[config.mk]
export PLATFORM = sky130hd
export DESIGN_NAME = secded_codec
export DESIGN_NICKNAME = d
export VERILOG_FILES = /design/src/rtl/secded_pkg.sv /design/src/rtl/secded_enc_lane.sv /design/src/rtl/secded_dec_lane.sv /design/src/rtl/secded_codec.sv
export SDC_FILE = /design/constraint.sdc
export NUM_CORES = 1
export LEC_CHECK = 0
export BUFFER_PORTS_ARGS = -buffer_cell sky130_fd_sc_hd__buf_2
export CORE_MARGIN = 3
export CORE_UTILIZATION = 39
export DETAILED_ROUTE_END_ITERATION = 6
export GPL_ROUTABILITY_DRIVEN = 0
export PLACE_DENSITY = 0.68
export SLEW_MARGIN = 20
export SYNTH_ARGS = -nofsm -noshare
export SYNTH_HDL_FRONTEND = slang
export SYNTH_SLANG_ARGS = --single-unit
[constraint.sdc]
create_clock -name clk -period 3.85 [get_ports clk]
set_clock_uncertainty 0.05 [all_clocks]
set_input_delay 0.385 -clock clk [delete_from_list [all_inputs] [get_ports clk]]
set_output_delay 0.385 -clock clk [all_outputs]
set_load 0.02 [all_outputs]
[src/rtl/secded_pkg.sv]
package secded_pkg;

  localparam int DW   = 64;   // data bits per lane
  localparam int CW   = 72;   // coded bits per lane
  localparam int NCHK = 7;    // Hamming check bits per lane

  // coded positions of data bits 0 and 1, used by error injection
  localparam int POS_INJ0 = 3;
  localparam int POS_INJ1 = 5;

  typedef enum logic [1:0] {
    MODE_BOTH     = 2'd0,
    MODE_ENC_ONLY = 2'd1,
    MODE_DEC_ONLY = 2'd2
  } codec_mode_e;

  function automatic bit is_pow2(input int p);
    return (p > 0) && ((p & (p - 1)) == 0);
  endfunction

  // Build a coded lane: scatter the data, then fill check and parity bits.
  function automatic logic [CW-1:0] secded_encode(input logic [DW-1:0] d);
    logic [CW-1:0] c;
    int j;
    c = '0;
    j = 0;
    for (int p = 1; p < CW; p++) begin
      if (!is_pow2(p)) begin
        c[p] = d[j];
        j++;
      end
    end
    for (int k = 0; k < NCHK; k++) begin
      for (int p = 1; p < CW; p++) begin
        if (!is_pow2(p) && p[k]) c[1 << k] = c[1 << k] ^ c[p];
      end
    end
    c[0] = ^c[CW-1:1];
    return c;
  endfunction

  // Gather the data bits back out of a coded lane.
  function automatic logic [DW-1:0] secded_extract(input logic [CW-1:0] c);
    logic [DW-1:0] d;
    int j;
    d = '0;
    j = 0;
    for (int p = 1; p < CW; p++) begin
      if (!is_pow2(p)) begin
        d[j] = c[p];
        j++;
      end
    end
    return d;
  endfunction

  // Hamming syndrome over positions 1..71 (check bits included).
  function automatic logic [NCHK-1:0] secded_syndrome(input logic [CW-1:0] c);
    logic [NCHK-1:0] s;
    s = '0;
    for (int k = 0; k < NCHK; k++) begin
      for (int p = 1; p < CW; p++) begin
        if (p[k]) s[k] = s[k] ^ c[p];
      end
    end
    return s;
  endfunction

endpackage

[src/rtl/secded_enc_lane.sv]
module secded_enc_lane
  import secded_pkg::*;
(
  input  logic [DW-1:0] data_i,
  input  logic          inj_single_i,
  input  logic          inj_double_i,
  output logic [CW-1:0] code_o
);

  logic [CW-1:0] clean;

  always_comb begin
    clean  = secded_encode(data_i);
    code_o = clean;
    if (inj_double_i) begin
      code_o[POS_INJ0] = ~clean[POS_INJ0];
      code_o[POS_INJ1] = ~clean[POS_INJ1];
    end else if (inj_single_i) begin
      code_o[POS_INJ0] = ~clean[POS_INJ0];
    end
  end

endmodule

[src/rtl/secded_dec_lane.sv]
module secded_dec_lane
  import secded_pkg::*;
(
  input  logic [CW-1:0] code_i,
  output logic [DW-1:0] data_o,
  output logic          fixed_o,
  output logic          uncorr_o
);

  logic [NCHK-1:0] syn;
  logic            par_bad;
  logic [CW-1:0]   repaired;

  always_comb begin
    syn      = secded_syndrome(code_i);
    par_bad  = ^code_i;
    repaired = code_i;
    fixed_o  = 1'b0;
    uncorr_o = 1'b0;
    if (par_bad) begin
      if (syn == '0) begin
        // only the overall parity bit is wrong
        repaired[0] = ~code_i[0];
        fixed_o     = 1'b1;
      end else if (syn < NCHK'(CW)) begin
        repaired[syn] = ~code_i[syn];
        fixed_o       = 1'b1;
      end else begin
        // odd weight pointing outside the lane: more than one bit
        uncorr_o = 1'b1;
      end
    end else if (syn != '0) begin
      uncorr_o = 1'b1;
    end
    data_o = secded_extract(repaired);
  end

endmodule

[src/rtl/secded_codec.sv]
module secded_codec
  import secded_pkg::*;
#(
  parameter int          LANES = 2,
  parameter codec_mode_e MODE  = MODE_BOTH
) (
  input  logic                  clk,
  input  logic                  rst,
  input  logic                  wr_en,
  input  logic [LANES*64-1:0]   wr_data,
  input  logic                  inj_single,
  input  logic                  inj_double,
  output logic [LANES*72-1:0]   wr_code,
  input  logic                  rd_en,
  input  logic [LANES*72-1:0]   rd_code,
  output logic [LANES*64-1:0]   rd_data,
  output logic                  rd_single_err,
  output logic                  rd_double_err
);

  localparam int  DATA_W  = LANES * DW;
  localparam int  CODE_W  = LANES * CW;
  localparam bit  HAS_ENC = (MODE != MODE_DEC_ONLY);
  localparam bit  HAS_DEC = (MODE != MODE_ENC_ONLY);

  logic [CODE_W-1:0] enc_code;
  logic [DATA_W-1:0] dec_data;
  logic [LANES-1:0]  lane_fixed;
  logic [LANES-1:0]  lane_uncorr;

  for (genvar l = 0; l < LANES; l++) begin : g_lane
    secded_enc_lane u_enc (
      .data_i       (wr_data[l*DW +: DW]),
      .inj_single_i (inj_single),
      .inj_double_i (inj_double),
      .code_o       (enc_code[l*CW +: CW])
    );
    secded_dec_lane u_dec (
      .code_i   (rd_code[l*CW +: CW]),
      .data_o   (dec_data[l*DW +: DW]),
      .fixed_o  (lane_fixed[l]),
      .uncorr_o (lane_uncorr[l])
    );
  end

  logic any_uncorr;
  logic any_fixed;
  assign any_uncorr = |lane_uncorr;
  assign any_fixed  = |lane_fixed;

  // write stage
  always_ff @(posedge clk) begin
    if (rst) begin
      wr_code <= '0;
    end else if (wr_en && HAS_ENC) begin
      wr_code <= enc_code;
    end
  end

  // read stage
  always_ff @(posedge clk) begin
    if (rst) begin
      rd_data       <= '0;
      rd_single_err <= 1'b0;
      rd_double_err <= 1'b0;
    end else if (rd_en && HAS_DEC) begin
      rd_data       <= dec_data;
      rd_single_err <= any_fixed && !any_uncorr;
      rd_double_err <= any_uncorr;
    end
  end

endmodule

* Word-level counts from Yosys, hierarchy flattened *
Cells that the tools add are included.

storage, ports and cells
  register bits after elaboration = 274
  output and inout port bits = 274
  logic and storage cells = 876

operators by class
  magnitude comparators = 6
  multiplexer cells = 38
  bitwise logic cells = 814
  reductions and logical operators = 14

operators by type and width
  operator                                                           count
  XOR 1 bit                                                          806
  two-way mux 72 bit                                                 4
  bitwise mux 72 bit                                                 2
  parity 72 bit                                                      2
  two-way mux 71 bit                                                 2
  parity 71 bit                                                      2
  two-way mux 1 bit                                                  26
  less-than comparator 7 x 8 -> 1 bit, second input constant         2
  binary-select mux 1 bit (select 7 bit)                             2
  demux 1 bit (select 7 bit)                                         2
  greater-or-equal comparator 7 x 1 -> 1 bit, second input constant  2
  zero test 7 bit                                                    2
  less-than comparator 7 bit, second input constant                  2
  nonzero test 7 bit                                                 2
  inverter 1 bit                                                     8
  OR reduction 2 bit                                                 2
  logical AND 1 bit                                                  3
  zero test 1 bit                                                    1

* Longest topological paths before layout *
  depth in word-level cells = 43
  depth in mapped cells = 15

* Hierarchy *
From an unflattened synthesis, not the netlist that was laid out.

second synthesis, totals
  cell total of the unflattened synthesis = 2,084
  area, all modules = 19,522.5 um^2

modules (own cells, without submodules)
  module                              sequential area each (um^2)  instances  area each (um^2)  cells each
  secded_codec                        5,485.3                      1          9,713.1           887
  secded_enc_lane                     0.0                          2          1,765.4           180
  secded_dec_lane at g_lane[1].u_dec  0.0                          1          3,185.6           429
  secded_dec_lane at g_lane[0].u_dec  0.0                          1          3,093.0           408

* Least setup slack after synthesis *
Ideal clock, no wire load.

  path type = input to register
  start = in rd_code[135]
  end = reg rd_data[104]
  path buffers = 2
  arrival = 3.483 ns
  slack = 0.173 ns
  setup time = 0.145 ns
  stages on the path = 13
  path through = xnor2_1 xnor2_1 xnor2_1 xnor3_2 xnor2_4 buf_6 mux2i_1 a222oi_1 o221ai_1 a2111o_1 buf_6 nor3_4 a211oi_1

on the way
  word-level cells in the longest chain between the ends = 13
  elaborated cells on any way between the ends = 33
  those cells by class = 3 x order compare; 8 x mux; 19 x bitwise; 3 x reduce/logical

ends and longest elaborated chain
  what                                                                                                                            RTL line               source
  start, declared                                                                                                                 secded_codec.sv:15     input logic [LANES*72-1:0] rd_code,
  XOR 1 bit (5 in a row)                                                                                                          secded_pkg.sv:63       if (p[k]) s[k] = s[k] ^ c[p];
  less-than comparator 7 x 8 -> 1 bit (implied by the code) / greater-or-equal comparator 7 x 1 -> 1 bit (equally long branches)  secded_dec_lane.sv:26  repaired[syn] = ~code_i[syn];
  logical AND 1 bit (implied by the code)                                                                                         secded_dec_lane.sv:26
  two-way mux 1 bit (implied by the code)                                                                                         secded_dec_lane.sv:26
  demux 1 bit (select 7 bit)                                                                                                      n/a
  bitwise mux 72 bit                                                                                                              secded_dec_lane.sv:26
  two-way mux 72 bit                                                                                                              secded_dec_lane.sv:25  end else if (syn < NCHK'(CW)) begin
  two-way mux 71 bit                                                                                                              secded_dec_lane.sv:21  if (syn == '0) begin
  two-way mux 72 bit (*)                                                                                                          secded_dec_lane.sv:20  if (par_bad) begin
  end signal, assigned                                                                                                            secded_codec.sv:67     rd_data <= dec_data;
  end, declared                                                                                                                   secded_codec.sv:16     output logic [LANES*64-1:0] rd_data,

Mark *: on every way between the ends. The rest lies on a longest branch, timed or not. The select of a mux whose other input is x is not followed.
A chain may end at the register's enable or synchronous reset.

* Worst setup path in the final report *
  start = in rd_code[121]
  end = reg rd_data[121]

on the way
  word-level cells in the longest chain between the ends = 23
  elaborated cells on any way between the ends = 57
  those cells by class = 3 x order compare; 8 x mux; 43 x bitwise; 3 x reduce/logical

ends and longest elaborated chain
  what                                                                                                                            RTL line
  XOR 1 bit (15 in a row)                                                                                                         secded_pkg.sv:63
  less-than comparator 7 x 8 -> 1 bit (implied by the code) / greater-or-equal comparator 7 x 1 -> 1 bit (equally long branches)  secded_dec_lane.sv:26
  logical AND 1 bit (implied by the code)                                                                                         secded_dec_lane.sv:26
  two-way mux 1 bit (implied by the code)                                                                                         secded_dec_lane.sv:26
  demux 1 bit (select 7 bit)                                                                                                      n/a
  bitwise mux 72 bit                                                                                                              secded_dec_lane.sv:26
  two-way mux 72 bit                                                                                                              secded_dec_lane.sv:25
  two-way mux 71 bit                                                                                                              secded_dec_lane.sv:21
  two-way mux 72 bit (*)                                                                                                          secded_dec_lane.sv:20

Marks and branches as above.

==> flow_metrics.tcl <==
set metrics [dict create \
    clockBufferDepth 3 \
    ant_nets 0 \
    critPathSlowestCell "xnor3_1" \
    grt_use_total 0.268 \
    status "completed" \
    grt_max_degree 161 \
    fin_crit_sh 0.963 \
    portBuffers 551 \
    hold_viol 0 \
    critPathRequiredTime_ns 4.24 \
    netlist.area_leader.share 0.313 \
    first_pass_iters 7 \
    floorplan.rows 77 \
    cts_sinks 274 \
    synth_area_sq_mm 0.0175 \
    layout_commonest_cell "buf_2" \
    yosysSeqAreaShare 0.313 \
    crit_fanout 23 \
    worst_setup_path_end_kind "flop" \
    synth_largest_area_cell "dfxtp_1" \
    p_total_mw 19.3 \
    coreArea_sq_mm 0.0443 \
    cp_common_cell "buf_4" \
    drv_cap 0 \
    antenna_found_initial 4 \
    critPathLaunchType "primary input" \
    insertion_delay_ns 0.54 \
    drive_gt1_frac 0.309 \
    crit_arrival_ns 4.09 \
    hp-class "primary input to flop" \
    htree_levels 2 \
    cpPeakStageDelay_ns 0.47 \
    drt_iter0_markers 1396 \
    ys_warn_count 0 \
    final_util 0.523 \
    route.vias.total 17700 \
    seqCellArea_sq_mm 0.00549 \
    rsz0062_at_grt "no" \
    synth_edf_count 0 \
    synth.area.top_cells "dfxtp_1 31%, xnor2_1 22%, mux2i_1 11%" \
    start_util 0.396 \
    cts.clk_slew.worst_paths_ns 0.06 \
    fillers 4085 \
    root_buffer "clkbuf_16" \
    wl_per_cell_microns 20.7 \
    gr-total-overflow 0 \
    ios 552 \
    die-area_sq_mm 0.0475 \
    drc 0 \
    worst_slew_pin_slew_ns 1.01 \
    peakVddDrop_mv 0.653 \
    syn_avg_cell_area_sq_um 8.91 \
    p_per_area_mw_per_mm2 835 \
    layout_common_cells "549 x buf_2, 436 x xnor2_1, 275 x nor2_1" \
    setup_viol 0 \
    layout_min_cycle_time_ns 3.71 \
    grt_pass1_vias 17100 \
    async_reset_ff_frac 0 \
    grt_first_pass_wirelength_microns 100000 \
    place_ws_ns -0.299 \
    fp.dieH_microns 218 \
    synth_ff_type "dfxtp_1" \
    yosysUniqueCellTypes 67 \
    cellLeakagePower_nw 10.5 \
    max_freq_mhz 270 \
    multi_input_area_sq_mm 0.0116 \
    hpwl_microns 53200 \
    slew_violations 0 \
    relSlewSlack 0.319 \
    area_growth_pct 32.2 \
    fp.dieW_microns 218 \
    synthCells 1968 \
    viasPerCell 5.44 \
    cts.repair.resized 0 \
    layout_setup_ws_ns 0.141 \
    crit_type "primary input to flop" \
    num-nets-final 2903 \
    synth_seq_cells 274 \
    path_cells "buf_2 -> xor2_1 -> xnor2_1 -> xnor3_1 -> xnor2_1 -> buf_4 -> nand2_1 -> o21ai_0 -> buf_4 -> a32oi_1 -> a311oi_1 -> a2111o_1 -> buf_4 -> nor3_4 -> buf_12 -> a211oi_1" \
    cts_tree "built" \
    drt_wl_total_microns 67300 \
    syn_nets 2246 \
    cts-buffers-inserted 34 \
]
==> cell usage after synthesis, types with 28 or more instances <==
master and instances:
xor2_1 68, nor2_1 277, clkbuf_1 85, a21oi_1 32, a211oi_1 58, dfxtp_1 274
a32oi_1 28, xnor2_1 436, mux2i_1 186, o21ai_0 31, nand2_1 122, nor3_1 57
==> critical path, delay by kind of cell <==
family | cells | cell delay [ns]
buf+inv | 5 | 1.02
simple gates | 2 | 0.12
xor+xnor | 4 | 1.34
compound gates | 5 | 1.23
==> final timing paths <==
path,startpoint,end,slack [ns],cells past startpoint
min reg2reg,rd_data[55],rd_data[55],0.41,2
max reg2reg,rd_data[38],rd_data[38],2.92,2
max,rd_code[121],rd_data[121],0.14,16
min,wr_data[113],wr_code[128],0.06,3
==> final cells by class <==
type | count | share of cell area
Tap cell | 592 | 0.0320
Timing Repair Buffer | 728 | 0.180
Sequential cell | 274 | 0.237
Clock inverter | 15 | 0.00632
Multi-Input combinational cell | 1570 | 0.499
Clock buffer | 46 | 0.0430
Inverter | 17 | 0.00275
Antenna cell | 5 | 0.000540
==> where the power goes <==
| group | internal, mW | switching [mW] | total, mW |
|---|---|---|---|
| Clock | 1.96 | 1.31 | 3.27 |
| Sequential | 3.09 | 0.137 | 3.23 |
| Combinational | 5.44 | 7.41 | 12.8 |
==> per-stage QoR <==
stage | std cells | hold WS [ns] | TNS [ns] | area (sq um)
2_1_floorplan | 1968 | 0.482 | 0 | 17500
3_3_place_gp | 3177 | 0.390 | -16.91 | 22000
3_5_place_dp | 3177 | 0.392 | -17.80 | 22000
4_1_cts | 3238 | 0.0253 | 0 | 23100
5_1_grt | 3244 | 0.0737 | 0 | 23200
6_report | 3247 | 0.0607 | 0 | 23200
==> what timing repair did <==
| action | in CTS | in global routing |
|---|---|---|
| buffers inserted | 0 | 4 |
| hold buffers | 0 | 0 |
| endpoints found under the setup margin | 0 | 12 |
==> flip-flops by register name, summed over array words and instances (netlist names) <==
register and cells:
rd_single_err 1, wr_code 144, rd_data 128, rd_double_err 1
==> cell families after synthesis <==
group,share of synthesized area
and+or+nand+nor,0.134
buffers and inverters,0.0283
AOI/OAI and AO/OA,0.133
muxes,0.111
DFF,0.313
xor gates and xnor gates,0.281
==> per-layer routing <==
metal / global-route usage / vias up / wire (microns)
met3: 0.0626 / 186 / 6070
met1: 0.337 / 8414 / 26800
met2: 0.442 / 932 / 31600
met5: 0 / - / 28
li1: - / 8139 / -
met4: 0.110 / 4 / 2790
(Power assumes the default switching activity.)
